File: src/rtl/sys_cfg_pkg.sv
package sys_cfg_pkg;
  localparam int unsigned WORD_W        = 32;
  localparam int unsigned WIN_ADDR_W    = 10;                 // 0x400-byte window
  localparam int unsigned IDX_W         = WIN_ADDR_W - 2;     // word index width
  localparam int unsigned NUM_LINES     = 16;
  localparam int unsigned LINES_PER_SEL = 4;
  localparam int unsigned NUM_SEL_REGS  = NUM_LINES / LINES_PER_SEL;

  // word indices (byte offset / 4)
  localparam logic [IDX_W-1:0] IDX_REMAP = 8'd0;
  localparam logic [IDX_W-1:0] IDX_CFG1  = 8'd1;
  localparam logic [IDX_W-1:0] IDX_SEL0  = 8'd2;
  localparam logic [IDX_W-1:0] IDX_STAT  = 8'd6;
  localparam logic [IDX_W-1:0] IDX_CFG2  = 8'd7;
  localparam logic [IDX_W-1:0] IDX_WP1   = 8'd8;
  localparam logic [IDX_W-1:0] IDX_KEY   = 8'd9;
  localparam logic [IDX_W-1:0] IDX_WP2   = 8'd10;

  localparam logic [WORD_W-1:0] MASK_REMAP   = 32'h0000_0107;
  localparam logic [WORD_W-1:0] MASK_KEY     = 32'h0000_00FF;
  localparam logic [WORD_W-1:0] MASK_CFG1_RW = 32'hFCFF_0100;
  localparam logic [WORD_W-1:0] MASK_SEL     = 32'h0000_FFFF;
  localparam logic [WORD_W-1:0] RST_CFG1     = 32'h7C00_0001;
  localparam int unsigned       CFG2_FLAG    = 8;

  typedef struct packed {
    logic              wr;
    logic [IDX_W-1:0]  idx;
    logic [WORD_W-1:0] data;
  } bus_req_t;
endpackage

File: src/rtl/sys_cfg_regs.sv
module sys_cfg_regs
  import sys_cfg_pkg::*;
#(
  parameter int unsigned SEL_W = 4
) (
  input  logic                          clk,
  input  logic                          rst,
  input  bus_req_t                      req,
  input  logic                          parity_err,
  output logic [WORD_W-1:0]             rd_value,
  output logic [WORD_W-1:0]             cfg1_q,
  output logic [WORD_W-1:0]             cfg2_q,
  output logic [WORD_W-1:0]             wp1_q,
  output logic [WORD_W-1:0]             wp2_q,
  output logic [NUM_LINES*SEL_W-1:0]    sel_flat
);
  localparam int unsigned SEL_BITS = LINES_PER_SEL * SEL_W;

  logic [WORD_W-1:0] remap_q, key_q;
  logic [SEL_BITS-1:0] sel_q [NUM_SEL_REGS];

  wire [WORD_W-1:0] wd = req.data;

  // lock bits only accumulate; the flag has a hardware set that beats a W1C
  logic [3:0] lock_next;
  logic       flag_next;
  always_comb begin
    lock_next = cfg2_q[3:0];
    flag_next = cfg2_q[CFG2_FLAG];
    if (req.wr && req.idx == IDX_CFG2) begin
      lock_next = lock_next | wd[3:0];
      if (wd[CFG2_FLAG]) flag_next = 1'b0;
    end
    if (parity_err) flag_next = 1'b1;
  end

  always_ff @(posedge clk) begin
    if (rst) begin
      remap_q <= '0;
      key_q   <= '0;
      cfg1_q  <= RST_CFG1;
      cfg2_q  <= '0;
      wp1_q   <= '0;
      wp2_q   <= '0;
    end else begin
      cfg2_q <= {{(WORD_W-CFG2_FLAG-1){1'b0}}, flag_next, 4'b0000, lock_next};
      if (req.wr) begin
        unique case (req.idx)
          IDX_REMAP: remap_q <= wd & MASK_REMAP;
          IDX_KEY:   key_q   <= wd & MASK_KEY;
          IDX_CFG1:  cfg1_q  <= (wd & MASK_CFG1_RW) |
                                {{(WORD_W-1){1'b0}}, cfg1_q[0] & wd[0]};
          IDX_WP1:   wp1_q   <= wp1_q | wd;
          IDX_WP2:   wp2_q   <= wp2_q | wd;
          default: ;
        endcase
      end
    end
  end

  for (genvar k = 0; k < NUM_SEL_REGS; k++) begin : g_sel
    wire hit = req.wr && (req.idx == IDX_SEL0 + IDX_W'(k));
    always_ff @(posedge clk) begin
      if (rst)      sel_q[k] <= '0;
      else if (hit) sel_q[k] <= wd[SEL_BITS-1:0];
    end
    assign sel_flat[k*SEL_BITS +: SEL_BITS] = sel_q[k];
  end

  always_comb begin
    rd_value = '0;
    unique case (req.idx)
      IDX_REMAP: rd_value = remap_q;
      IDX_CFG1:  rd_value = cfg1_q;
      IDX_STAT:  rd_value = '0;
      IDX_CFG2:  rd_value = cfg2_q;
      IDX_WP1:   rd_value = wp1_q;
      IDX_KEY:   rd_value = key_q;
      IDX_WP2:   rd_value = wp2_q;
      default:   rd_value = '0;
    endcase
    for (int k = 0; k < NUM_SEL_REGS; k++)
      if (req.idx == IDX_SEL0 + IDX_W'(k))
        rd_value = WORD_W'(sel_q[k]) & MASK_SEL;
  end
endmodule

File: src/rtl/sys_cfg_route.sv
module sys_cfg_route
  import sys_cfg_pkg::*;
#(
  parameter int unsigned NUM_PORTS = 8,
  parameter int unsigned SEL_W     = 4
) (
  input  logic                           clk,
  input  logic                           rst,
  input  logic [NUM_LINES*SEL_W-1:0]     sel_flat,
  input  logic [NUM_PORTS*NUM_LINES-1:0] pins,
  output logic [NUM_LINES-1:0]           irq_q
);
  localparam int unsigned PIDX_W = $clog2(NUM_PORTS);

  for (genvar n = 0; n < NUM_LINES; n++) begin : g_line
    logic [NUM_PORTS-1:0] column;
    logic [SEL_W-1:0]     sel;
    logic                 pick;

    for (genvar p = 0; p < NUM_PORTS; p++) begin : g_col
      assign column[p] = pins[p*NUM_LINES + n];
    end

    assign sel  = sel_flat[n*SEL_W +: SEL_W];
    assign pick = (int'(sel) < NUM_PORTS) ? column[sel[PIDX_W-1:0]] : 1'b0;

    always_ff @(posedge clk) begin
      if (rst) irq_q[n] <= 1'b0;
      else     irq_q[n] <= pick;
    end
  end
endmodule

File: src/rtl/sys_cfg_router.sv
module sys_cfg_router
  import sys_cfg_pkg::*;
#(
  parameter int unsigned NUM_PORTS = 8,
  parameter int unsigned SEL_W     = 4
) (
  input  logic                           clk,
  input  logic                           rst,
  input  logic                           bus_sel,
  input  logic                           bus_we,
  input  logic [WIN_ADDR_W-1:0]          bus_addr,
  input  logic [WORD_W-1:0]              bus_wdata,
  output logic [WORD_W-1:0]              bus_rdata,
  input  logic                           parity_err,
  input  logic [NUM_PORTS*NUM_LINES-1:0] gpio_pins,
  output logic [NUM_LINES-1:0]           irq_lines
);
  wire aligned = (bus_addr[1:0] == 2'b00);
  wire rd_go   = bus_sel && !bus_we && aligned;

  bus_req_t          req;
  logic [WORD_W-1:0] rd_value;
  logic [WORD_W-1:0] cfg1_q, cfg2_q, wp1_q, wp2_q;
  logic [NUM_LINES*SEL_W-1:0] sel_flat;

  assign req.wr   = bus_sel && bus_we && aligned;
  assign req.idx  = bus_addr[WIN_ADDR_W-1:2];
  assign req.data = bus_wdata;

  sys_cfg_regs #(.SEL_W(SEL_W)) u_regs (
    .clk        (clk),
    .rst        (rst),
    .req        (req),
    .parity_err (parity_err),
    .rd_value   (rd_value),
    .cfg1_q     (cfg1_q),
    .cfg2_q     (cfg2_q),
    .wp1_q      (wp1_q),
    .wp2_q      (wp2_q),
    .sel_flat   (sel_flat)
  );

  sys_cfg_route #(.NUM_PORTS(NUM_PORTS), .SEL_W(SEL_W)) u_route (
    .clk      (clk),
    .rst      (rst),
    .sel_flat (sel_flat),
    .pins     (gpio_pins),
    .irq_q    (irq_lines)
  );

  always_ff @(posedge clk) begin
    if (rst)        bus_rdata <= '0;
    else if (rd_go) bus_rdata <= rd_value;
    else            bus_rdata <= '0;
  end
endmodule

File: config.mk
export PLATFORM = sky130hd
export DESIGN_NAME = sys_cfg_router
export DESIGN_NICKNAME = d
export VERILOG_FILES = /design/src/rtl/sys_cfg_pkg.sv /design/src/rtl/sys_cfg_regs.sv /design/src/rtl/sys_cfg_route.sv /design/src/rtl/sys_cfg_router.sv
export SDC_FILE = /design/constraint.sdc
export NUM_CORES = 1
export LEC_CHECK = 0
export BUFFER_PORTS_ARGS = -buffer_cell sky130_fd_sc_hd__buf_2
export CAP_MARGIN = 0
export CORE_UTILIZATION = 40
export CTS_CLUSTER_SIZE = 20
export DETAILED_ROUTE_END_ITERATION = 7
export GPL_ROUTABILITY_DRIVEN = 0
export PLACE_DENSITY = 0.6
export SKIP_CTS_REPAIR_TIMING = 1
export SYNTH_ARGS = -nofsm -noshare
export SYNTH_HDL_FRONTEND = slang
export SYNTH_HIERARCHICAL = 1
export SYNTH_SLANG_ARGS = --single-unit
File: constraint.sdc
create_clock -name clk -period 4.99 [get_ports clk]
set_input_delay 0.499 -clock clk [delete_from_list [all_inputs] [get_ports clk]]
set_output_delay 0.499 -clock clk [all_outputs]
set_load 0.02 [all_outputs]
==> results.json, run 1 <==
{
  "outcome": "completed",
  "p_per_area_nw_per_um2": 322.4,
  "power_mw": 3.891,
  "slowest_stage": "nor2_1",
  "slowest_delay_ns": 0.81,
  "finalWorstSetupSlack_ns": 2.365,
  "vias": 8162,
  "worstMarginPinSlew_ns": 1.122,
  "drive_above_1_share_pct": 33.64,
  "synth_cells": 981,
  "maxCapViolations": 0,
  "critPathCaptureType": "flop",
  "cts_buffers": 24,
  "fill_cells": 2342,
  "reg2regPathDepth": 6,
  "cts_tree": "done",
  "fin_crit_sh_pct": 52.60,
  "required_ns": 5.36,
  "crit_cells": 5,
  "path_class": "in2reg",
  "viasPerCell": 5.352,
  "r2r-start": "u_regs/sel_q[0][8]",
  "die_h_um": 159.9,
  "cp_num_buf_inv": 1,
  "cp_top_family": "simple AND/OR/NAND/NOR gates",
  "clock_latency_ns": 0.52,
  "layout_min_cycle_time_ns": 2.625,
  "route.detailed.drc": 0,
  "syn-num-nets": 1156,
  "slew_viol_final": 0,
  "yosys_warnings": 6,
  "crit_start": "bus_addr[2]",
  "area_delta_synth_final_pct": 21.01,
  "tns_ns": 0,
  "core-area_um2": 24390,
  "utilization_pct": 49.48,
  "cp-start-kind": "input pin",
  "pre_cts_slack_ns": 1.915,
  "grt_usage_pct": 22.46,
  "critical_path_arrival_ns": 3.00,
  "clock_sinks": 209,
  "worstHoldStart": "parity_err",
  "fin_hold_ws_ns": 0.2343,
  "drt_iter0_drc": 667,
  "avgSynthCellArea_um2": 10.17,
  "skew_ns": 0.01399,
  "hp-class": "in2reg",
  "hold_viol_final": 0,
  "fmax_mhz": 381.0,
  "row_count": 57,
  "path_clk_slew_ns": 0.06,
  "antenna_found_initial": 0,
  "htree_levels": 1,
  "start_util_pct": 40.89,
  "worstPathMaxFanout": 35,
  "firstDrtPassIters": 5,
  "p_leak_nw": 4.783,
  "gr-total-overflow": 0,
  "drtAntennaViolNets": 0,
  "dpl.hpwl_um": 20390,
  "min_path_cells": 3,
  "n_antenna_cell": 0,
  "peakVddDrop_uv": 224.5,
  "cts_buffer_depth": 3,
  "die_x_um": 159.9,
  "wl_per_cell_um": 18.97,
  "crit_chain": "buf_2 -> nor4bb_1 -> nand2_1 -> nor2_1 -> and2_1",
  "root_buffer": "clkbuf_16",
  "rsz0062_at_grt": "false",
  "ios": 223,
  "die_area_um2": 25570,
  "nets": 1358,
  "grt_pass1_vias": 8082,
  "slew_headroom_pct": 24.80,
  "wl_um": 28930,
  "grt_start_max_net_pins": 89,
  "grt_pass1_wl_um": 45350,
  "port_buffers": 222,
  "netlist_area_um2": 9973,
  "finalSetupViolations": 0
}
==> metal layers <==
layer	vias up	share of wire [%]	global-route usage (%)
li1	3899	-	-
met1	3928	46	31.75
met2	303	45	36.44
met3	32	6.9	3.299
met4	0	1.6	4.719
met5	-	0	0
==> placed cells by master, fill, tap and decap left out, types with 26 or more instances in the layout <==
cell type and instances:
clkbuf_16 26, dfxtp_1 145, nor4_2 26, inv_1 55
edfxtp_1 64, buf_2 221, mux2i_1 44, a21oi_1 68
a21oi_2 30, nor2_1 110, nand2_1 78, nor2_2 37
and2_1 64
==> path summary, 6_finish.rpt <==
check | to | slack (ns)
hold reg to reg | u_regs/cfg1_q[18] | 0.45
setup / recovery | u_regs/sel_q[1][4] | 2.37
setup reg to reg | bus_rdata[8] | 3.24
hold / removal | u_regs/cfg2_q[8] | 0.23
==> stage by stage <==
stage          area [um^2]  std cells
2_1_floorplan         9973        981
3_3_place_gp         11260       1481
3_5_place_dp         11260       1481
4_1_cts              12070       1525
5_1_grt              12070       1525
6_report             12070       1525
==> flip-flops by register name, summed over array words and instances, names as in the netlist <==
| register | count |
|---|---|
| u_regs/key_q | 8 |
| u_regs/cfg1_q | 16 |
| u_regs/cfg2_q | 5 |
| u_regs/sel_q | 64 |
| u_regs/wp1_q | 32 |
| bus_rdata | 32 |
| u_regs/remap_q | 4 |
| u_regs/wp2_q | 32 |
| u_route/irq_q | 16 |
==> area by class of cell <==
cell class                 count  area [um^2]  area share [%]
clock inverter                13        117.6          0.9745
tap                          324        405.4           3.359
sequential                   209         4825           39.98
multi-input combinational    658         4611           38.20
clock buffer                  31        689.4           5.712
timing repair buffer         235         1215           10.07
inverter                      55        206.4           1.711
==> worst register-to-register path, stage by stage, from the launching register on <==
cell and delay, ns:
edfxtp_1 0.48, a21oi_1 0.12, o32ai_1 0.25, a211oi_1 0.11, a211oi_1 0.37, inv_1 0.10, nor4_2 0.23
==> power breakdown <==
part           leakage (nW)  internal [mW]  switching, mW  total [mW]
sequential             1.78           1.79         0.0391        1.82
clock                 0.404           1.08          0.692        1.77
combinational          2.60          0.123          0.174       0.297
total                  4.78           2.99          0.905        3.89
(Power assumes the default switching activity.)
==> run 2: changes to the inputs <==
--- a/config.mk
+++ b/config.mk
@@ -5,6 +5,7 @@
 export SDC_FILE = /design/constraint.sdc
 export NUM_CORES = 1
 export LEC_CHECK = 0
+export ABC_AREA = 1
 export BUFFER_PORTS_ARGS = -buffer_cell sky130_fd_sc_hd__buf_2
 export CAP_MARGIN = 0
 export CORE_UTILIZATION = 40
==> constraint.sdc (replaced) <==
create_clock -name clk -period 2.6 [get_ports clk]
set_input_delay 0.26 -clock clk [delete_from_list [all_inputs] [get_ports clk]]
set_output_delay 0.26 -clock clk [all_outputs]
set_load 0.02 [all_outputs]
==> run 2 against run 1 <==
  * The run now ends with negative hold slack left
  * Power grew 79%
  * Combinational power grew 76%
  * Sequential share of layout area grew 0.34 points
  * Area after synthesis shrank 1.1%
  * Via count grew 9.7%
  * Clock power grew 66%
  * Register-to-register slack lost 1.9 ns
  * Core utilization shrank 0.13 points
  * Design area shrank 0.84%
  * Routed wire length shrank 6.5%
  * Sequential power grew 92%
  * Largest cell class unchanged
==> results.json, run 2 <==
{
  "outcome": "finished, violations left",
  "violations": "negative hold slack",
  "htree_levels": 1,
  "required_ns": 2.94,
  "dpl.hpwl_um": 19910,
  "crit_start": "bus_addr[7]",
  "port_buffers": 222,
  "slew_viol_final": 0,
  "die_h_um": 159.1,
  "cts_tree": "done",
  "layout_commonest_cell": "nand2_1",
  "root_buffer": "clkbuf_16",
  "utilization_pct": 49.36,
  "slew_headroom_pct": 48.62,
  "crit_cells": 6,
  "crit_end": "u_regs/sel_q[2][2]",
  "cp_num_buf_inv": 1,
  "area_delta_synth_final_pct": 21.28,
  "clock_latency_ns": 0.50,
  "timing.rr.end": "u_route/irq_q[2]",
  "cts_buffers": 23,
  "firstDrtPassIters": 6,
  "top_register": "u_regs/sel_q",
  "worstPathMaxFanout": 18,
  "synth_cells": 1341,
  "path_clk_slew_ns": 0.06,
  "yosys_warnings": 6,
  "cts_buffer_depth": 3,
  "ios": 223,
  "start_util_pct": 40.70,
  "grt_pass1_wl_um": 43590,
  "nets": 1741,
  "critical_path_arrival_ns": 1.89,
  "fmax_mhz": 643.7,
  "drt_iter0_drc": 571,
  "fill_cells": 2443,
  "wl_per_cell_um": 14.17,
  "reg2regPathDepth": 6,
  "netlist_area_um2": 9868,
  "route.detailed.drc": 0,
  "hp-class": "in2reg",
  "hold_viol_final": 1,
  "vias": 8956,
  "gr-total-overflow": 0,
  "layout_min_cycle_time_ns": 1.554,
  "syn-num-nets": 1516,
  "die_area_um2": 25300,
  "tns_ns": 0,
  "r2r-start": "u_regs/sel_q[0][8]",
  "skew_ns": 0.006946,
  "wl_um": 27060,
  "antenna_found_initial": 3,
  "finalWorstSetupSlack_ns": 1.046,
  "die_x_um": 159.1,
  "rsz0062_at_grt": "false",
  "largest_reg_flops": 64,
  "r2r_slack_ns": 1.37,
  "slowest_delay_ns": 0.58,
  "slowest_stage": "nand3_1",
  "row_count": 57,
  "drtAntennaViolNets": 0,
  "critPathCaptureType": "flop",
  "fin_hold_ws_ns": -0.003872,
  "final_cell_mix": "384 x nand2_1, 222 x buf_2, 218 x inv_1, 145 x dfxtp_1, 143 x nor2_1",
  "core-area_um2": 24250,
  "crit_chain": "buf_2 -> nor2_4 -> nand2_4 -> nor2_4 -> nand3_1 -> nor2_1",
  "grt_start_max_net_pins": 66,
  "path_class": "in2reg",
  "finalSetupViolations": 0,
  "cpMostUsedCell": "nor2_4",
  "p_per_area_nw_per_um2": 581.2,
  "grt_usage_pct": 21.28,
  "avgSynthCellArea_um2": 7.359,
  "peakVddDrop_uv": 478.4,
  "clock_sinks": 209,
  "power_mw": 6.955,
  "fin_crit_sh_pct": 59.75,
  "cp_top_family": "simple AND/OR/NAND/NOR gates",
  "worstMarginPinSlew_ns": 0.7708,
  "pre_cts_slack_ns": 0.5372,
  "viasPerCell": 4.689,
  "p_leak_nw": 5.446,
  "drive_above_1_share_pct": 23.12,
  "maxCapViolations": 0,
  "cp-start-kind": "input pin",
  "grt_pass1_vias": 8563
}
## run 2: layout make-up
type / count / area, um^2 / share of cell area, %
multi-input cells: 846 / 3879 / 32.41
diodes: 3 / 7.507 / 0.06273
clock buffers: 30 / 611.8 / 5.112
inverters: 248 / 933.4 / 7.799
well taps: 324 / 405.4 / 3.387
clock inverters: 12 / 62.56 / 0.5227
repair buffers: 238 / 1244 / 10.39
flip-flops and latches: 209 / 4825 / 40.31
## run 2: per-stage QoR
| step | hold slack, ns | instance area (um^2) | cells |
|---|---|---|---|
| CTS | -0.01709 | 11960 | 1907 |
| global placement | 0.4359 | 11290 | 1865 |
| detailed placement | 0.4422 | 11290 | 1865 |
| finish | -0.003872 | 11970 | 1910 |
| floorplan | 0.3781 | 9868 | 1341 |
| global route | 0.005154 | 11960 | 1907 |
## run 2: power by group
| part | switching [mW] | internal [mW] |
|---|---|---|
| logic | 0.318 | 0.204 |
| clock network | 1.28 | 1.66 |
| registers | 0.0673 | 3.43 |
## run 2: worst register-to-register path: cells and delay by family (launching register included)
family / cells / cell delay, ns
AND/OR/NAND/NOR: 5 / 0.42
flip-flops: 1 / 0.53
buffers and inverters: 1 / 0.17
## run 2: worst min path at each step
stage,slack (ns),endpoint,startpoint,cells after the start
floorplan,0.38,u_regs/cfg1_q[0],bus_wdata[0],2
global route,0.005,u_regs/wp2_q[25],bus_wdata[25],3
global placement,0.44,u_regs/key_q[1],u_regs/key_q[1],2
CTS,-0.02,u_regs/cfg1_q[28],bus_wdata[28],3
finish,-0.004,u_regs/cfg1_q[28],bus_wdata[28],3
detailed placement,0.44,u_regs/wp1_q[4],u_regs/wp1_q[4],2
## run 2: routing by layer
layer  up-vias  GRT usage, %  part of all wire (%)  routed length (um)
li1       4608             -                     -                   -
met1      4031         29.29                    47               12650
met2       290         35.01                    45               12180
met3        27         3.855                   7.0                1890
met4         0         4.240                   1.3                 340
met5         -             0                     0                   0
==> run 3: changes to the inputs <==
--- a/config.mk
+++ b/config.mk
@@ -12,7 +12,7 @@
 export CTS_CLUSTER_SIZE = 20
 export DETAILED_ROUTE_END_ITERATION = 7
 export GPL_ROUTABILITY_DRIVEN = 0
-export PLACE_DENSITY = 0.6
+export PLACE_DENSITY = 0.62
 export SKIP_CTS_REPAIR_TIMING = 1
 export SYNTH_ARGS = -nofsm -noshare
 export SYNTH_HDL_FRONTEND = slang
==> constraint.sdc (replaced) <==
create_clock -name clk -period 1.3 [get_ports clk]
set_input_delay 0.13 -clock clk [delete_from_list [all_inputs] [get_ports clk]]
set_output_delay 0.13 -clock clk [all_outputs]
set_load 0.02 [all_outputs]
==> run 3 against run 2 <==
  * Clock power rose by 120%
  * Clock skew barely moved
  * Worst setup slack got worse by 0.95 ns
  * Sequential power rose by 100%
  * Routed wire length rose by 2.8%
  * First-iteration DRC count rose by 31%
  * The run now ends clean
  * Cell count rose by 4.0%
  * Global-route usage rose by 0.46 points
  * Largest cell class unchanged
  * Critical path type is now reg2out
  * Core utilization rose by 4.3 points
  * Design area rose by 8.6%
  * Hold slack improved by 0.035 ns
  * Sequential share of layout area fell by 3.2 points
==> results.json, run 3 (synthesized netlist as in run 2, its figures left out) <==
{
  "outcome": "completed",
  "final_cell_mix": "380 x nand2_1, 222 x buf_2, 215 x inv_1, 145 x dfxtp_1, 141 x nor2_1",
  "worstPathMaxFanout": 1,
  "worstMarginPinSlew_ns": 0.3871,
  "port_buffers": 222,
  "firstDrtPassIters": 7,
  "finalWorstSetupSlack_ns": 0.09500,
  "rsz0062_at_grt": "false",
  "nets": 1820,
  "path_class": "reg2out",
  "drt_iter0_drc": 749,
  "row_count": 57,
  "slew_headroom_pct": 74.19,
  "htree_levels": 1,
  "p_switching_mw": 3.410,
  "wl_um": 27830,
  "drtAntennaViolNets": 0,
  "area_delta_synth_final_pct": 31.74,
  "drive_above_1_share_pct": 25.65,
  "vias": 9407,
  "viasPerCell": 4.737,
  "fmax_mhz": 829.9,
  "hold_viol_final": 0,
  "pre_cts_slack_ns": -0.2668,
  "fin_hold_ws_ns": 0.03137,
  "dpl.hpwl_um": 20560,
  "slew_viol_final": 0,
  "hp-class": "in2reg",
  "slowest_delay_ns": 0.38,
  "internal_power_mw": 11.32,
  "grt_pass1_vias": 8771,
  "wl_per_cell_um": 14.01,
  "cts_buffers": 23,
  "power_mw": 14.73,
  "grt_usage_pct": 21.74,
  "die_x_um": 159.1,
  "maxCapViolations": 0,
  "core-area_um2": 24250,
  "ios": 223,
  "fill_cells": 2346,
  "die_h_um": 159.1,
  "cts_tree": "done",
  "cp-start-kind": "flop",
  "antenna_found_initial": 1,
  "clkPwrFrac_pct": 44.4,
  "critical_path_arrival_ns": 1.08,
  "die_area_um2": 25300,
  "grt_start_max_net_pins": 49,
  "fin_crit_sh_pct": 92.69,
  "p_per_area_nw_per_um2": 1133,
  "skew_ns": 0.007161,
  "path_clk_slew_ns": 0.06,
  "layout_commonest_cell": "nand2_1",
  "pwr-share-seq_pct": 47.4,
  "peakVddDrop_uv": 912.8,
  "largest_reg_flops": 64,
  "grt_pass1_wl_um": 44510,
  "clock_sinks": 209,
  "clock_latency_ns": 0.50,
  "crit_chain": "buf_2",
  "final_cell_area_um2": 13000,
  "gr-total-overflow": 0,
  "finalSetupViolations": 0,
  "p_comb_share_pct": 8.2,
  "cp_top_family": "flip-flops",
  "top_register": "u_regs/sel_q",
  "route.detailed.drc": 0,
  "p_leak_nw": 5.956,
  "placed_area_um2": 11920,
  "start_util_pct": 40.70,
  "cp_num_buf_inv": 1,
  "cts_buffer_depth": 3,
  "tns_ns": 0,
  "required_ns": 1.17,
  "layout_min_cycle_time_ns": 1.205,
  "slowest_stage": "dfxtp_1",
  "root_buffer": "clkbuf_16",
  "netSwitchingFraction_pct": 23.15,
  "critPathCaptureType": "output port"
}
-- run 3: cell type report --
class	instances	area [um^2]	share of cell area (%)
diodes	1	2.502	0.01925
repair buffers	317	2120	16.30
inverters	248	938.4	7.218
multi-input cells	846	3960	30.46
well taps	324	405.4	3.118
flip-flops and latches	209	4825	37.11
clock buffers	30	611.8	4.706
clock inverters	11	137.6	1.059
-- run 3: final timing paths --
| kind | from | to | slack, ns | cells after the start |
|---|---|---|---|---|
| max | bus_rdata[4] | bus_rdata[4] | 0.09 | 1 |
| min reg2reg | u_regs/key_q[3] | u_regs/key_q[3] | 0.45 | 2 |
| min | gpio_pins[12] | u_route/irq_q[12] | 0.03 | 7 |
| max reg2reg | u_regs/sel_q[0][8] | u_route/irq_q[2] | 0.09 | 6 |
-- run 3: through the flow --
stage	cells	util (%)
global route	1986	53.61
floorplan	1341	-
finish	1986	53.61
global placement	1911	49.15
CTS	1952	52.24
detailed placement	1911	49.15
-- run 3: metal layers --
metal / wire (um) / vias up / part of all wire, % / global-route usage (%)
met4: 415 / 0 / 1.5 / 4.502
met5: 0 / - / 0 / 0
met3: 1988 / 34 / 7.1 / 3.725
li1: - / 4771 / - / -
met1: 12730 / 4244 / 46 / 30.45
met2: 12690 / 358 / 46 / 35.21
-- run 3: power by group through the flow --
stage | combinational, mW | sequential [mW] | clock, mW
final | 1.21 | 6.98 | 6.53
after global routing | 1.36 | 7.00 | 6.95
after CTS | 1.14 | 6.98 | 6.68
after detailed placement | 1.13 | 7.13 | 0
after global placement | 1.13 | 7.13 | 0
after floorplan | 0.543 | 7.11 | 0
